==> src/rtl/sdram_refresh_pkg.sv <==
package sdram_refresh_pkg;

  typedef enum logic [2:0] {
    ST_IDLE, ST_LEAD, ST_REF, ST_HOLD, ST_SR_ENTRY, ST_SR_ACTIVE, ST_SR_EXIT
  } seq_state_e;

  // {cs_n, ras_n, cas_n, we_n}
  localparam logic [3:0] CMD_NOP = 4'b0111;
  localparam logic [3:0] CMD_REF = 4'b0001;

  localparam logic [1:0] ADDR_MODE = 2'd0;
  localparam logic [1:0] ADDR_CMP  = 2'd1;
  localparam logic [1:0] ADDR_CNT  = 2'd2;
  localparam logic [1:0] ADDR_CLK  = 2'd3;

  typedef struct packed {
    logic [2:0] row_cyc;
    logic [2:0] ras_cyc;
    logic       self_mode;
    logic       ref_en;
  } mode_t;

  // log2 of the division ratio for each select code
  function automatic int unsigned div_shift(input logic [2:0] sel);
    case (sel)
      3'd1:    return 2;
      3'd2:    return 4;
      3'd3:    return 6;
      3'd4:    return 8;
      3'd5:    return 10;
      3'd6:    return 11;
      3'd7:    return 12;
      default: return 0;
    endcase
  endfunction

endpackage

==> src/rtl/rfsh_prescaler.sv <==
module rfsh_prescaler
  import sdram_refresh_pkg::*;
#(
  parameter int DIV_W = 12
) (
  input  logic       clk,
  input  logic       rst_n,
  input  logic [2:0] sel,
  input  logic       restart,
  output logic       tick
);

  localparam logic [DIV_W-1:0] ONE = {{(DIV_W-1){1'b0}}, 1'b1};

  logic [DIV_W-1:0] div_q, div_d, mask;

  always_comb begin
    mask = (ONE << div_shift(sel)) - ONE;
    tick = (sel != 3'd0) && ((div_q & mask) == mask);
    if (restart)            div_d = '0;
    else if (sel != 3'd0)   div_d = div_q + ONE;
    else                    div_d = div_q;
  end

  always_ff @(posedge clk or negedge rst_n) begin
    if (!rst_n) div_q <= '0;
    else        div_q <= div_d;
  end

  AST_TICK_GAP: assert property (@(posedge clk) disable iff (!rst_n)
    tick |=> !tick);

endmodule

==> src/rtl/rfsh_interval.sv <==
module rfsh_interval #(
  parameter int CNT_W = 8
) (
  input  logic             clk,
  input  logic             rst_n,
  input  logic             tick,
  input  logic             load,
  input  logic [CNT_W-1:0] load_val,
  input  logic [CNT_W-1:0] cmp_val,
  output logic             match
);

  logic [CNT_W-1:0] cnt_q, cnt_d;

  always_comb begin
    match = (cnt_q == cmp_val);
    if (load)       cnt_d = load_val;
    else if (match) cnt_d = '0;
    else if (tick)  cnt_d = cnt_q + 1'b1;
    else            cnt_d = cnt_q;
  end

  always_ff @(posedge clk or negedge rst_n) begin
    if (!rst_n) cnt_q <= '0;
    else        cnt_q <= cnt_d;
  end

  AST_CLEAR_ON_MATCH: assert property (@(posedge clk) disable iff (!rst_n)
    (match && !load) |=> (cnt_q == '0));
  AST_HOLD_NO_TICK: assert property (@(posedge clk) disable iff (!rst_n)
    (!tick && !load && !match) |=> $stable(cnt_q));
  AST_STEP_ON_TICK: assert property (@(posedge clk) disable iff (!rst_n)
    (tick && !load && !match) |=> (cnt_q == CNT_W'($past(cnt_q) + 1'b1)));

endmodule

==> src/rtl/rfsh_sequencer.sv <==
module rfsh_sequencer
  import sdram_refresh_pkg::*;
#(
  parameter int REF_FIX_CYC = 1
) (
  input  logic       clk,
  input  logic       rst_n,
  input  logic       self_req,
  input  logic       auto_req,
  input  logic       bus_idle,
  input  logic [2:0] ras_cyc,
  input  logic [2:0] row_cyc,
  output logic [3:0] cmd,
  output logic       cke,
  output logic       busy,
  output logic       accept
);

  localparam int HOLD_W = $clog2(REF_FIX_CYC + 15);

  seq_state_e        state_q, state_d;
  logic [HOLD_W-1:0] hold_q, hold_d;
  logic [HOLD_W-1:0] lock_len;

  always_comb begin
    lock_len = HOLD_W'(REF_FIX_CYC) + HOLD_W'(ras_cyc) + HOLD_W'(row_cyc);
    state_d  = state_q;
    hold_d   = hold_q;
    accept   = 1'b0;
    case (state_q)
      ST_IDLE: begin
        if (self_req && bus_idle) begin
          state_d = ST_SR_ENTRY;
        end else if (auto_req && bus_idle) begin
          state_d = ST_LEAD;
          accept  = 1'b1;
        end
      end
      ST_LEAD: state_d = ST_REF;
      ST_REF: begin
        state_d = ST_HOLD;
        hold_d  = lock_len - 1'b1;
      end
      ST_HOLD: begin
        if (hold_q == '0) state_d = ST_IDLE;
        else              hold_d  = hold_q - 1'b1;
      end
      ST_SR_ENTRY: state_d = ST_SR_ACTIVE;
      ST_SR_ACTIVE: begin
        if (!self_req) begin
          if (row_cyc == 3'd0) begin
            state_d = ST_IDLE;
          end else begin
            state_d = ST_SR_EXIT;
            hold_d  = HOLD_W'(row_cyc) - 1'b1;
          end
        end
      end
      ST_SR_EXIT: begin
        if (hold_q == '0) state_d = ST_IDLE;
        else              hold_d  = hold_q - 1'b1;
      end
      default: state_d = ST_IDLE;
    endcase
  end

  always_ff @(posedge clk or negedge rst_n) begin
    if (!rst_n) begin
      state_q <= ST_IDLE;
      hold_q  <= '0;
    end else begin
      state_q <= state_d;
      hold_q  <= hold_d;
    end
  end

  always_comb begin
    cmd  = ((state_q == ST_REF) || (state_q == ST_SR_ENTRY)) ? CMD_REF : CMD_NOP;
    cke  = !((state_q == ST_SR_ENTRY) || (state_q == ST_SR_ACTIVE));
    busy = (state_q != ST_IDLE);
  end

  AST_REF_THEN_LOCK: assert property (@(posedge clk) disable iff (!rst_n)
    (cmd == CMD_REF && cke) |=> (cmd == CMD_NOP && busy));
  AST_START_NEEDS_IDLE: assert property (@(posedge clk) disable iff (!rst_n)
    $rose(busy) |-> $past(bus_idle));
  AST_SR_ENTRY_CMD: assert property (@(posedge clk) disable iff (!rst_n)
    $fell(cke) |-> (cmd == CMD_REF));
  AST_SR_EXIT_NOP: assert property (@(posedge clk) disable iff (!rst_n)
    $rose(cke) |-> (cmd == CMD_NOP));

endmodule

==> src/rtl/sdram_refresh_ctl.sv <==
module sdram_refresh_ctl
  import sdram_refresh_pkg::*;
#(
  parameter int CNT_W       = 8,
  parameter int DIV_W       = 12,
  parameter int REF_FIX_CYC = 1
) (
  input  logic             clk,
  input  logic             rst_n,
  input  logic             cfg_we,
  input  logic [1:0]       cfg_addr,
  input  logic [CNT_W-1:0] cfg_wdata,
  input  logic             bus_idle,
  output logic             sd_cs_n,
  output logic             sd_ras_n,
  output logic             sd_cas_n,
  output logic             sd_we_n,
  output logic             sd_cke,
  output logic             rfsh_busy
);

  logic             rst_meta_q, rst_sync_q;
  mode_t            mode_q, mode_d;
  logic [CNT_W-1:0] cmp_q, cmp_d;
  logic [2:0]       sel_q, sel_d;
  logic             pend_q, pend_d;
  logic             wr_mode, wr_cmp, wr_cnt, wr_sel;
  logic             tick, match, accept, auto_en, self_req;
  logic [3:0]       cmd;

  // asynchronous assert, synchronous release
  always_ff @(posedge clk or negedge rst_n) begin
    if (!rst_n) begin
      rst_meta_q <= 1'b0;
      rst_sync_q <= 1'b0;
    end else begin
      rst_meta_q <= 1'b1;
      rst_sync_q <= rst_meta_q;
    end
  end

  always_comb begin
    wr_mode  = cfg_we && (cfg_addr == ADDR_MODE);
    wr_cmp   = cfg_we && (cfg_addr == ADDR_CMP);
    wr_cnt   = cfg_we && (cfg_addr == ADDR_CNT);
    wr_sel   = cfg_we && (cfg_addr == ADDR_CLK);
    mode_d   = wr_mode ? mode_t'(cfg_wdata[7:0]) : mode_q;
    cmp_d    = wr_cmp  ? cfg_wdata : cmp_q;
    sel_d    = wr_sel  ? cfg_wdata[2:0] : sel_q;
    auto_en  = mode_q.ref_en && !mode_q.self_mode;
    self_req = mode_q.ref_en && mode_q.self_mode;
    if (!auto_en)    pend_d = 1'b0;
    else if (match)  pend_d = 1'b1;
    else if (accept) pend_d = 1'b0;
    else             pend_d = pend_q;
  end

  always_ff @(posedge clk or negedge rst_sync_q) begin
    if (!rst_sync_q) begin
      mode_q <= '0;
      cmp_q  <= '1;
      sel_q  <= '0;
      pend_q <= 1'b0;
    end else begin
      mode_q <= mode_d;
      cmp_q  <= cmp_d;
      sel_q  <= sel_d;
      pend_q <= pend_d;
    end
  end

  rfsh_prescaler #(.DIV_W(DIV_W)) u_presc (
    .clk(clk), .rst_n(rst_sync_q), .sel(sel_q), .restart(wr_sel), .tick(tick)
  );

  rfsh_interval #(.CNT_W(CNT_W)) u_intv (
    .clk(clk), .rst_n(rst_sync_q), .tick(tick), .load(wr_cnt),
    .load_val(cfg_wdata), .cmp_val(cmp_q), .match(match)
  );

  rfsh_sequencer #(.REF_FIX_CYC(REF_FIX_CYC)) u_seq (
    .clk(clk), .rst_n(rst_sync_q), .self_req(self_req), .auto_req(pend_q),
    .bus_idle(bus_idle), .ras_cyc(mode_q.ras_cyc), .row_cyc(mode_q.row_cyc),
    .cmd(cmd), .cke(sd_cke), .busy(rfsh_busy), .accept(accept)
  );

  assign {sd_cs_n, sd_ras_n, sd_cas_n, sd_we_n} = cmd;

  AST_PEND_ONLY_AUTO: assert property (@(posedge clk) disable iff (!rst_sync_q)
    !auto_en |=> !pend_q);

endmodule

==> config.mk <==
export PLATFORM = sky130hd
export DESIGN_NAME = sdram_refresh_ctl
export DESIGN_NICKNAME = d
export VERILOG_FILES = /design/src/rtl/sdram_refresh_pkg.sv /design/src/rtl/rfsh_prescaler.sv /design/src/rtl/rfsh_interval.sv /design/src/rtl/rfsh_sequencer.sv /design/src/rtl/sdram_refresh_ctl.sv
export SDC_FILE = /design/constraint.sdc
export NUM_CORES = 1
export LEC_CHECK = 0
export BUFFER_PORTS_ARGS = -buffer_cell sky130_fd_sc_hd__buf_2
export CAP_MARGIN = 5
export CELL_PAD_IN_SITES_DETAIL_PLACEMENT = 1
export CELL_PAD_IN_SITES_GLOBAL_PLACEMENT = 1
export CORE_MARGIN = 1.5
export CORE_UTILIZATION = 35
export DETAILED_ROUTE_END_ITERATION = 10
export PLACE_DENSITY = 0.71
export SLEW_MARGIN = 20
export SYNTH_ARGS = -nofsm -noshare
export SYNTH_HDL_FRONTEND = slang
export SYNTH_SLANG_ARGS = --single-unit
==> constraint.sdc <==
create_clock -name clk -period 1.7 [get_ports clk]
set_clock_uncertainty 0.05 [all_clocks]
set_input_delay 0.17 -clock clk [delete_from_list [all_inputs] [get_ports clk]]
set_output_delay 0.17 -clock clk [all_outputs]
set_load 0.01 [all_outputs]
==> impl_metrics.py <==
metrics = {
    "clock_tree": {
        "numCtsBuffers": 5,
        "htree_levels": 2,
        "clock_latency_ns": 0.32,
        "cts_root_buf": "clkbuf_8",
        "clk_path_buf_depth": 2,
        "cts.sinks": 49,
        "clkTransAtPathRegs_ns": 0.11,
        "cts_tree": "yes",
    },
    "cells_and_area": {
        "drive_gt1_share_pct": 42.5,
        "nNetsFinal": 388,
        "finish.instance_area_um2": 3870,
        "diodes": 0,
        "syn2layout_area_growth_pct": 36.8,
        "layout.cells.most_common": "buf_4",
        "n_fill_cell": 875,
        "final_cell_mix": "52 x buf_4, 39 x dfrtp_1, 24 x nand2_1, 19 x nor2_1, 17 x buf_2",
    },
    "setup_path": {
        "start_kind": "flop",
        "reg2reg_depth": 7,
        "crit_slowest_cell": "or3_4",
        "max_stage_delay_ns": 0.41,
        "r2r-end": "u_intv.cnt_q[0]$_DFFE_PN0P_",
        "critPathKind": "reg2reg",
        "worstPathCellList": "or3_4 > ha_4 > o2111ai_2 > or3_4 > or3_4 > xor2_1 > o31ai_1",
        "crit_arrival_ns": 2.71,
        "rrSetupSlack_ns": -0.84,
        "crit_top_cell": "or3_4",
        "cp-startpoint": "sel_q[1]$_DFFE_PN0P_",
        "crit_path_end": "u_intv.cnt_q[0]$_DFFE_PN0P_",
        "crit_required_ns": 1.87,
        "cp_max_fo": 6,
        "timing.rr.start": "sel_q[1]$_DFFE_PN0P_",
        "cp-end-kind": "flop",
    },
    "drt": {
        "drtAntennaViolNets": 0,
        "dr.pass1.iters": 4,
        "route.detailed.drc": 0,
        "wirelength_mm": 8.18,
        "drtIter0Drc": 55,
        "wl_per_cell_um": 17.4,
        "vias_per_cell": 5.25,
        "num_vias": 2461,
    },
    "grt": {
        "grt.total_usage_pct": 19.0,
        "grt_pass1_vias": 2645,
        "grt_max_degree": 48,
        "grt.overflow.total": 0,
        "grt_pass1_wl_mm": 12.7,
        "antenna_found_initial": 0,
    },
    "synthesis": {
        "synth_seq_cells": 49,
        "netlist_instances": 291,
        "synth-edff-count": 0,
        "synth_area_um2": 2830,
        "yosysTopAreaCell": "dfrtp_1",
        "yosys_most_used_dff": "dfrtp_1",
        "syn_avg_cell_area_um2": 9.72,
        "ys_types": 47,
        "yosys_warnings": 0,
        "synth-async-reset-ratio_pct": 100,
        "synth-seq-area-share_pct": 43.7,
        "synth_area_leaders": "dfrtp_1 36%, dfstp_2 7.4%, mux2_2 7.2%",
        "yosysTopAreaCellShare_pct": 36.3,
    },
    "timing": {
        "fin_crit_ns": 2.54,
        "fin_ws_ns": -0.842,
        "setup_viol": 16,
        "slew_viol_final": 0,
        "hold_violations": 0,
        "rsz0062_at_grt": "yes",
        "period_share_pct": 150,
        "holdWs_ns": 0.0687,
        "worst_pin_slew_ns": 0.488,
        "maxSlewHeadroom_pct": 67.2,
        "max_freq_mhz": 393,
    },
    "power_and_ir_drop": {
        "peakVddDrop_mv": 0.478,
        "internal_power_mw": 3.30,
        "swShare_pct": 38.9,
        "p_clk_share_pct": 14.1,
        "power_frac_comb_pct": 53.6,
        "share_seq_of_total_power_pct": 32.4,
        "p_per_area_nw_per_um2": 1390,
        "power_leakage_nw": 1.63,
        "p_switching_mw": 2.09,
    },
    "placed_design": {
        "hpwl_mm": 5.27,
        "placed_area_um2": 3340,
        "place.gp.congestion": 0.770,
        "post-place-ws_ns": -0.919,
        "portBuffers": 17,
    },
    "die": {
        "die_x_um": 92.9,
        "io_pins": 20,
        "row_count": 32,
        "die_y_um": 92.9,
        "core_area_um2": 7770,
        "die-area_um2": 8630,
        "initial_core_util_pct": 36.4,
    },
    "job": {
        "maxCapViolations": 0,
    },
    "outcome": {
        "outcome": "finished, violations left",
        "violations": "negative setup slack",
    },
    "hold_path": {
        "hp-class": "in2reg",
    },
}
## cell usage after synthesis, types with 2 or more instances
cell type / instances
a21boi_0: 2
a32oi_1: 2
o22ai_1: 2
buf_6: 2
dfrtp_1: 41
a21o_1: 2
a221oi_1: 3
xor2_1: 11
o22a_1: 2
clkbuf_1: 9
nor2_1: 22
mux2i_1: 7
ha_1: 7
dfstp_2: 8
nor3_1: 5
and3_1: 2
a22o_1: 2
a21oi_1: 11
xnor2_1: 14
nand2b_1: 4
nand4_1: 8
inv_1: 10
nor4_1: 4
nor2b_1: 4
nand3b_1: 2
nand2_1: 26
o21ai_0: 23
nand3_1: 8
mux2_2: 18
buf_4: 4
nor3b_1: 2
conb_1: 2
o31ai_1: 3
or3_1: 6
## how the worst min path moves through the flow
stage                      start                           to  slack [ns]  depth (start not counted)
floorplan                  rst_n         rst_meta_q$_DFF_PN0_       -0.18                          0
global placement           rst_n         rst_meta_q$_DFF_PN0_       -0.09                          1
detailed placement         rst_n         rst_meta_q$_DFF_PN0_       -0.09                          1
global route        cfg_wdata[4]  u_intv.cnt_q[4]$_DFFE_PN0P_        0.05                          3
CTS                 cfg_wdata[4]  u_intv.cnt_q[4]$_DFFE_PN0P_        0.06                          3
finish              cfg_wdata[4]  u_intv.cnt_q[4]$_DFFE_PN0P_        0.07                          3
## cells by family after synthesis
group | after synthesis | share of synthesized area, %
buf+inv | 26 | 4.56
mux | 25 | 9.64
compound gates | 60 | 13.4
fa+ha+maj | 8 | 3.80
xor+xnor | 25 | 7.74
other cells | 2 | 0.265
simple gates | 96 | 16.9
flops | 49 | 43.7
## state kept, by name, indices dropped and copies added, names as in the netlist
name           cells
cmp_q              8
mode_q             8
pend_q             1
rst_meta_q         1
rst_sync_q         1
sel_q              3
u_intv.cnt_q       8
u_presc.div_q     12
u_seq.hold_q       4
u_seq.state_q      3
## through the flow
step	TNS, ns	power [mW]	std cells	utilization, %
4_1_cts	-6.13	4.92	454	46.4
2_1_floorplan	-1.95	3.09	293	-
5_1_grt	-8.12	5.75	469	49.8
3_3_place_gp	-6.49	3.79	440	43.0
6_report	-6.43	5.39	469	49.8
3_5_place_dp	-7.17	3.88	440	43.0
## per-layer routing
layer  vias to the layer above  track usage [%]  share of wire [%]
met5                         -                0                  0
met4                         0             8.71                3.6
met3                        24             3.37                2.7
met2                        40             32.0                 50
met1                      1228             23.4                 44
li1                       1169                -                  -
## repair_timing
item | CTS | global route
pin swaps | 13 | 28
endpoints found under the setup margin | 16 | 23
setup buffers | 5 | 15
cloned | 0 | 2
hold buffers | 1 | 0
hold endpoints to repair | 2 | 0
resized for setup | 29 | 35
## cell type report
class | instances | area [um2] | area share (%)
multi-input combinational | 218 | 1720 | 44.4
sequential | 49 | 1240 | 32.0
timing repair buffer | 82 | 651 | 16.8
tap | 102 | 128 | 3.30
clock inverter | 3 | 26.3 | 0.679
clock buffer | 5 | 68.8 | 1.78
inverter | 10 | 37.5 | 0.970
## power by group through the flow
stage | Sequential, mW | Combinational (mW) | Clock (mW)
floorplan | 1.71 | 1.39 | 0
global placement | 1.73 | 2.06 | 0
detailed placement | 1.74 | 2.14 | 0
CTS | 1.73 | 2.40 | 0.795
global route | 1.78 | 3.14 | 0.826
finish | 1.74 | 2.89 | 0.758
## critical path, delay by kind of cell (launching register included)
family	cells	cell delay [ns]
and+or+nand+nor	3	1.18
adders and majority gates	1	0.28
AOI/OAI and AO/OA	2	0.38
xor gates and xnor gates	1	0.18
DFF	1	0.39
Power figures use the tool's default switching activity.
